### config.mk
export PLATFORM = sky130hd
export DESIGN_NAME = slj_join_unit
export DESIGN_NICKNAME = d
export VERILOG_FILES = /design/src/rtl/slj_pkg.sv /design/src/rtl/slj_decode.sv /design/src/rtl/slj_merge.sv /design/src/rtl/slj_encode.sv /design/src/rtl/slj_abstract.sv /design/src/rtl/slj_join_unit.sv
export SDC_FILE = /design/constraint.sdc
export NUM_CORES = 1
export LEC_CHECK = 0
export ABC_CLOCK_PERIOD_IN_PS = 15050
export BUFFER_PORTS_ARGS = -buffer_cell sky130_fd_sc_hd__buf_4
export CAP_MARGIN = 20
export CORE_AREA = 2 2 94 96
export DETAILED_ROUTE_END_ITERATION = 8
export DIE_AREA = 0 0 96 98
export PLACE_DENSITY = 0.52
export SYNTH_ARGS = -nofsm -noshare
export SYNTH_HDL_FRONTEND = slang
export SYNTH_HIERARCHICAL = 1
export SYNTH_SLANG_ARGS = --single-unit
### constraint.sdc
create_clock -name vclk -period 15.05
set_clock_uncertainty 0.1 [all_clocks]
set_input_delay 2.2575 -clock vclk [all_inputs]
set_output_delay 2.2575 -clock vclk [all_outputs]
set_load 0.01 [all_outputs]
### src/rtl/slj_pkg.sv
package slj_pkg;

  // number of real strengths (float, resistive, active); Nil sits below them
  localparam int NSTR       = 3;
  localparam int MAG_W      = $clog2(NSTR + 1);
  localparam int NTRI       = NSTR * (NSTR + 1) / 2;
  localparam int NUNK       = NSTR * NSTR;
  localparam int NVAL       = 1 + 2 * NTRI + NUNK;
  localparam int CODE_W     = $clog2(NVAL);
  localparam int TRUE_BASE  = 1;
  localparam int FALSE_BASE = TRUE_BASE + NTRI;
  localparam int UNK_BASE   = FALSE_BASE + NTRI;

  typedef logic [CODE_W-1:0] code_t;
  typedef logic [MAG_W-1:0]  mag_t;

  // one end of a strength range: sign (low side) and magnitude 1..NSTR
  typedef struct packed {
    logic neg;
    mag_t mag;
  } edge_t;

  typedef struct packed {
    logic  nil;
    edge_t lo;
    edge_t hi;
  } span_t;

  typedef enum logic [1:0] {
    CLS_NIL,
    CLS_HIGH,
    CLS_LOW,
    CLS_UNK
  } cls_t;

  // position of (strong p, weak q), q <= p, in the triangular listing
  function automatic int tri_index(int p, int q);
    return p * (p - 1) / 2 + q - 1;
  endfunction

  function automatic int edge_val(edge_t e);
    return e.neg ? -int'(e.mag) : int'(e.mag);
  endfunction

  // chain used for lower ends: equal strength ranks the low side higher
  function automatic int lo_rank(edge_t e);
    return 2 * (int'(e.mag) - 1) + (e.neg ? 1 : 0);
  endfunction

  // chain used for upper ends: equal strength ranks the high side higher
  function automatic int hi_rank(edge_t e);
    return 2 * (int'(e.mag) - 1) + (e.neg ? 0 : 1);
  endfunction

  function automatic span_t code_to_span(code_t c);
    span_t s;
    int    k;
    int    idx;
    s     = '0;
    s.nil = 1'b1;
    k     = int'(c);
    if (k >= TRUE_BASE && k < UNK_BASE) begin
      idx = (k < FALSE_BASE) ? (k - TRUE_BASE) : (k - FALSE_BASE);
      for (int p = 1; p <= NSTR; p++) begin
        for (int q = 1; q <= p; q++) begin
          if (tri_index(p, q) == idx) begin
            s.nil = 1'b0;
            if (k < FALSE_BASE) begin
              s.lo = '{neg: 1'b0, mag: mag_t'(q)};
              s.hi = '{neg: 1'b0, mag: mag_t'(p)};
            end else begin
              s.lo = '{neg: 1'b1, mag: mag_t'(p)};
              s.hi = '{neg: 1'b1, mag: mag_t'(q)};
            end
          end
        end
      end
    end else if (k >= UNK_BASE && k < NVAL) begin
      idx   = k - UNK_BASE;
      s.nil = 1'b0;
      s.hi  = '{neg: 1'b0, mag: mag_t'(idx / NSTR + 1)};
      s.lo  = '{neg: 1'b1, mag: mag_t'(idx % NSTR + 1)};
    end
    return s;
  endfunction

  function automatic code_t span_to_code(span_t s);
    int k;
    if (s.nil) begin
      k = 0;
    end else if (!s.lo.neg) begin
      k = TRUE_BASE + tri_index(int'(s.hi.mag), int'(s.lo.mag));
    end else if (s.hi.neg) begin
      k = FALSE_BASE + tri_index(int'(s.lo.mag), int'(s.hi.mag));
    end else begin
      k = UNK_BASE + (int'(s.hi.mag) - 1) * NSTR + (int'(s.lo.mag) - 1);
    end
    return code_t'(k);
  endfunction

endpackage

### src/rtl/slj_decode.sv
module slj_decode
  import slj_pkg::*;
(
  input  code_t code,
  output span_t span
);

  always_comb begin
    span = code_to_span(code);
  end

  // every non-Nil range is well-formed and inside the strength scale
  always_comb begin
    if (!span.nil) begin
      a_r1_span_legal: assert (edge_val(span.lo) <= edge_val(span.hi)
                               && span.lo.mag != '0 && span.hi.mag != '0)
        else $error("decoded range malformed for code %0d", code);
    end
  end

endmodule

### src/rtl/slj_merge.sv
module slj_merge
  import slj_pkg::*;
(
  input  span_t a,
  input  span_t b,
  output span_t y
);

  always_comb begin
    if (a.nil) begin
      y = b;
    end else if (b.nil) begin
      y = a;
    end else begin
      y.nil = 1'b0;
      y.lo  = (lo_rank(a.lo) >= lo_rank(b.lo)) ? a.lo : b.lo;
      y.hi  = (hi_rank(a.hi) >= hi_rank(b.hi)) ? a.hi : b.hi;
    end
  end

  // merged range is ordered and each end comes from an input end
  always_comb begin
    if (!a.nil && !b.nil) begin
      a_r6_range_ordered: assert (!y.nil && edge_val(y.lo) <= edge_val(y.hi))
        else $error("merged range out of order");
      a_r6_ends_from_inputs: assert ((y.lo == a.lo || y.lo == b.lo)
                                     && (y.hi == a.hi || y.hi == b.hi))
        else $error("merged range end not taken from an input");
    end
  end

endmodule

### src/rtl/slj_encode.sv
module slj_encode
  import slj_pkg::*;
(
  input  span_t span,
  output code_t code
);

  always_comb begin
    code = span_to_code(span);
  end

  // only the 22 defined codes are ever produced
  always_comb begin
    a_r1_code_in_set: assert (int'(code) < NVAL)
      else $error("encoded code %0d outside value set", code);
  end

endmodule

### src/rtl/slj_abstract.sv
module slj_abstract
  import slj_pkg::*;
(
  input  span_t span,
  output logic  level,
  output logic  unknown
);

  cls_t cls;

  always_comb begin
    if (span.nil)          cls = CLS_NIL;
    else if (!span.lo.neg) cls = CLS_HIGH;
    else if (span.hi.neg)  cls = CLS_LOW;
    else                   cls = CLS_UNK;
  end

  always_comb begin
    level   = (cls == CLS_HIGH);
    unknown = (cls == CLS_NIL) || (cls == CLS_UNK);
  end

  // a level is never reported together with the unknown flag
  always_comb begin
    a_r10_level_excl_unknown: assert (!(level && unknown))
      else $error("level and unknown both asserted");
  end

endmodule

### src/rtl/slj_join_unit.sv
module slj_join_unit
  import slj_pkg::*;
(
  input  logic [CODE_W-1:0] a_code,
  input  logic [CODE_W-1:0] b_code,
  output logic [CODE_W-1:0] j_code,
  output logic              j_level,
  output logic              j_unknown
);

  localparam int NIN = 2;

  code_t in_code [NIN];
  span_t in_span [NIN];
  span_t join_span;

  assign in_code[0] = a_code;
  assign in_code[1] = b_code;

  for (genvar i = 0; i < NIN; i++) begin : g_dec
    slj_decode u_dec (
      .code (in_code[i]),
      .span (in_span[i])
    );
  end

  slj_merge u_merge (
    .a (in_span[0]),
    .b (in_span[1]),
    .y (join_span)
  );

  slj_encode u_enc (
    .span (join_span),
    .code (j_code)
  );

  slj_abstract u_abs (
    .span    (join_span),
    .level   (j_level),
    .unknown (j_unknown)
  );

  // port-level lattice properties
  always_comb begin
    if (a_code == b_code && int'(a_code) < NVAL) begin
      a_r3_idempotent: assert (j_code == a_code)
        else $error("self join changed code %0d to %0d", a_code, j_code);
    end
    if (int'(b_code) == 0 || int'(b_code) >= NVAL) begin
      a_r2_nil_identity: assert (j_code == ((int'(a_code) < NVAL) ? a_code : code_t'(0)))
        else $error("Nil operand altered result");
    end
    if (int'(a_code) == NVAL - 1 || int'(b_code) == NVAL - 1) begin
      a_r9_top_absorbs: assert (int'(j_code) == NVAL - 1)
        else $error("top value did not absorb");
    end
  end

endmodule

# Word-level counts from Yosys, hierarchy flattened
# Index checks and enable logic that the tools add are counted.
op_classes:
  n_addsub: 30
  multipliers: 3
  div_mod_pow: 4
  n_lt_le_gt_ge: 12
  eq_ne: 12
  shifts: 0
  muxes: 44
  bitwise: 2
  reduce_logical: 8
op_table:
  columns: ["operator", "count"]
  rows:
  - ["adder 32 bit", 4]
  - ["== test 3 x 32 -> 1 bit, first input constant", 4]
  - ["== test 4 x 32 -> 1 bit, first input constant", 4]
  - ["2-to-1 mux 7 bit", 17]
  - ["2-to-1 mux 6 bit", 13]
  - ["divider 32 x 3 -> 32 bit, second input constant", 2]
  - ["== test 2 x 32 -> 1 bit, first input constant", 2]
  - [">= comparator 32 bit", 2]
  - ["logical NOT 32 bit", 2]
  - ["remainder unit 32 x 3 -> 32 bit, second input constant", 2]
  - ["2-to-1 mux 32 bit", 2]
  - ["subtractor 2 x 1 -> 3 bit, second input constant", 6]
  - ["adder 5 x 3 -> 5 bit", 3]
  - ["2-to-1 mux 5 bit", 3]
  - ["multiplier 3 x 3 -> 6 bit", 2]
  - ["subtractor 5 x 1 -> 6 bit, second input constant", 2]
  - ["subtractor 5 x 3 -> 6 bit, second input constant", 2]
  - ["subtractor 5 x 4 -> 6 bit, second input constant", 2]
  - ["adder 5 x 1 -> 5 bit", 2]
  - [">= comparator 5 x 1 -> 1 bit, second input constant", 2]
  - [">= comparator 5 x 4 -> 1 bit, second input constant", 2]
  - ["< comparator 5 x 3 -> 1 bit, second input constant", 2]
  - ["< comparator 5 x 4 -> 1 bit, second input constant", 2]
  - ["< comparator 5 bit, second input constant", 2]
  - ["other kinds (15)", 29]
totals:
  regBits: 0
  latchBits: 0
  mem_bits_rw: 0
  mem_bits_ro: 0
  inputBits: 10
  out_inout_bits: 7
  word_cells: 115
  n_memories: 0

# Longest topological paths before layout
depth:
  word_depth: 26
  mapped_depth: 36
  ltp_nobuf: 33

# By module
# The synthesis kept the hierarchy.
by_module_without_submodules:
  columns: ["mod", "n_inst", "cells_per_inst", "area_each_um2", "seq_area_each_um2"]
  rows:
  - ["slj_decode", 2, 128, 908.4, 0.0]
  - ["slj_encode", 1, 66, 589.3, 0.0]
  - ["slj_merge", 1, 64, 445.4, 0.0]
  - ["slj_abstract", 1, 3, 23.8, 0.0]

# Least setup slack after synthesis
# Ideal clock, no wire load.
synth_timing:
  path_type: "input-to-output"
  from: "in a_code[0]"
  to: "out j_code[4]"
  t_arrival_ps: 9652
  required_ps: 12693
  path_slack_ps: 3040
  path_stages: 35
  n_path_buf: 3
  path_cell_list: "buf_4 clkbuf_1 inv_1 ha_1 buf_2 a2111oi_0 a311o_1 a311oi_4 nor4b_2 ha_1 a311oi_2 xnor2_1 ha_1 a221oi_1 and4bb_1 or3_1 inv_1 ha_1 inv_1 ha_1 o21ai_0 o211ai_1 or2_1 o221ai_1 inv_1 ha_1 xor2_1 ha_1 fa_1 ha_1 a21o_2 a21oi_1 xnor3_1 mux2i_1 a21oi_1"
synth_lines:
  columns: ["element", "line_no", "source"]
  rows:
  - ["start: declaration", "slj_join_unit.sv:4", "input logic [CODE_W-1:0] a_code,"]
  - ["end: declaration", "slj_join_unit.sv:6", "output logic [CODE_W-1:0] j_code,"]

==> impl_metrics.csv <==
group,metric,value,unit
logic_synthesis,synth_top_family_by_area,"compound AO/OA/AOI/OAI gates",
detailed_routing,post-route-drc-count,0,
setup_path,critPathMaxStageDelay,0.53,ns
placed_design,place_congestion,0.7710,
placed_design,post_dp_cell_area,2992,um2
logic_synthesis,synth_fa_ha_area_frac,0.2324,
die,die_w,96,um
logic_synthesis,netlist_instances,389,
clocking,cts_hold_buffers,0,
placed_design,dp_hpwl,5.152,mm
die,row_count,34,
setup_path,critPathArrivalTime,10.48,ns
timing,fmax,0.07788,GHz
timing,whs,5.599,ns
logic_synthesis,synth-compound-area-share,0.3055,
status,status,"complete, no violations",
grt,track_usage,0.1404,
timing,finalCritPeriodShare,0.8531,
detailed_routing,initialDrtViolationCount,103,
final_layout,final_cell_mix,"ha_1 (47), inv_1 (37), nor2_1 (35)",
placed_design,io_buffers,17,
setup_path,required,12.69,ns
setup_path,endpoint_kind,"output port",
job,maxCapViolCount,0,
die,boundaryPins,17,
logic_synthesis,yosysSeqAreaShare,0,
setup_path,startpoint_type,"input pin",
detailed_routing,dr.pass1.iters,4,
setup_path,crit_fanout,23,
logic_synthesis,netlist_area,2875,um2
detailed_routing,vias_per_cell,5.535,
timing,rsz0062_at_grt,"no",
pwr,p_per_area,116.3,nW/um2
placed_design,post-place-ws,2.244,ns
final_layout,final_common_cell,"ha_1",
die,die_y,98,um
grt,grt_max_degree,24,
final_layout,syn_to_final_growth,4.047,%
logic_synthesis,yosysWarningCount,6,
final_layout,seq_cell_count,0,
grt,antenna_found_initial,0,
setup_path,path_class,"in -> out",
die,start_util,0.3396,
final_layout,n_clock_buffer,0,
final_layout,antennaDiodeCount,0,
logic_synthesis,synth_cell_types,68,
setup_path,critPathMostFrequentCell,"ha_1",
clocking,post_cts_resize_count,0,
timing,worst_pin_slew,0.8005,ns
die,core_area,8466,um2
final_layout,final_cell_area,2992,um2
timing,finalHoldViolations,0,
detailed_routing,ant_nets,0,
timing,setup_violations,0,
clocking,postCtsSetupBuffers,0,
timing,worst_slack,2.210,ns
timing,slew_headroom,0.4663,
setup_path,slowest_stage,"fa_1",
pwr,vdd_drop_max,58.84,uV
logic_synthesis,synthesis.nets,450,
logic_synthesis,synth_xor_area_frac,0.08399,
final_layout,fillerInstances,920,
timing,slew_viol_final,0,
detailed_routing,wl_per_cell,13.40,um
final_layout,layout.area.seq,0,um2
grt,grt_pass1_vias,2485,
timing,tns,0,ns
setup_path,worst-path-buf-inv,5,
hold_path,min-delay-path-class,"in -> out",
pwr,power.leakage,1.276,nW
final_layout,nNetsFinal,443,
detailed_routing,wl,6.540,mm
final_layout,drive_gt1_frac,0.1211,
grt,grt_pass1_wl,11.44,mm
detailed_routing,route.vias.total,2701,
setup_path,cp_top_family,"compound AO/OA/AOI/OAI gates",
die,dieArea,9408,um2
logic_synthesis,synthSimpleGateAreaFrac,0.2424,
timing,finalCriticalPeriod,12.84,ns
logic_synthesis,avgSynthCellArea,7.391,um2
logic_synthesis,synthMuxAreaShare,0.03655,
grt,grt-ovfl-total,0,
[metrics by stage]
stage | util | total power (W) | std cells
after CTS | 0.3534 | 0.0003524 | 488
after floorplan | - | 0.0002717 | 389
final | 0.3534 | 0.0003478 | 488
after global placement | 0.3534 | 0.0003465 | 488
after detailed placement | 0.3534 | 0.0003509 | 488
after global routing | 0.3534 | 0.0004000 | 488
[synth_stat cells (all sizes together), types with 4 or more instances]
cell    instances  area share
o22ai           8       0.017
a22oi           6       0.016
clkbuf          9       0.012
nor3            8       0.014
a31oi           6       0.013
fa              4       0.028
a211oi          7       0.022
a21oi          21       0.037
o21ai          18       0.034
or2             7       0.015
nand2b         13       0.028
a221o           4       0.014
mux2i           9       0.033
xnor2          12       0.037
ha             47        0.20
a311oi          7       0.038
xor2           13       0.040
nor4            4      0.0087
nor2b           5       0.011
o21bai          7       0.021
buf            17       0.039
and2            7       0.016
nor2           37       0.050
inv            37       0.048
and3b           4       0.012
nand2          21       0.027
[power by group]
group | internal [W] | switching (W) | total [W]
logic | 0.000163 | 0.000184 | 0.000348
clock network | 0 | 0 | 0
registers | 0 | 0 | 0
total | 0.000163 | 0.000184 | 0.000348
[area by class of cell]
cell class,instances,area [um2],area share
Inverter,37,138.9,0.04642
Multi-Input combinational cell,326,2590,0.8657
Timing Repair Buffer,17,127.6,0.04266
Tap cell,108,135.1,0.04517
[layer usage]
layer	vias up	routed length, um	GRT usage
li1	1409	-	-
met1	1264	3252	0.2029
met2	28	3209	0.2479
met3	0	78	0
met4	0	0	0
met5	-	0	0
[logic make-up after synthesis]
family,Yosys count
and+or+nand+nor,125
AOI/OAI and AO/OA,114
buffers and inverters,63
adders and majority gates,51
xor gates and xnor gates,26
muxes,10
[final timing paths]
| kind | slack (ns) | cells past startpoint | to | start |
|---|---|---|---|---|
| max | 2.21 | 33 | j_code[4] | b_code[0] |
| min | 5.60 | 6 | j_code[1] | a_code[4] |
No activity file was read; power rests on OpenSTA's default activity.
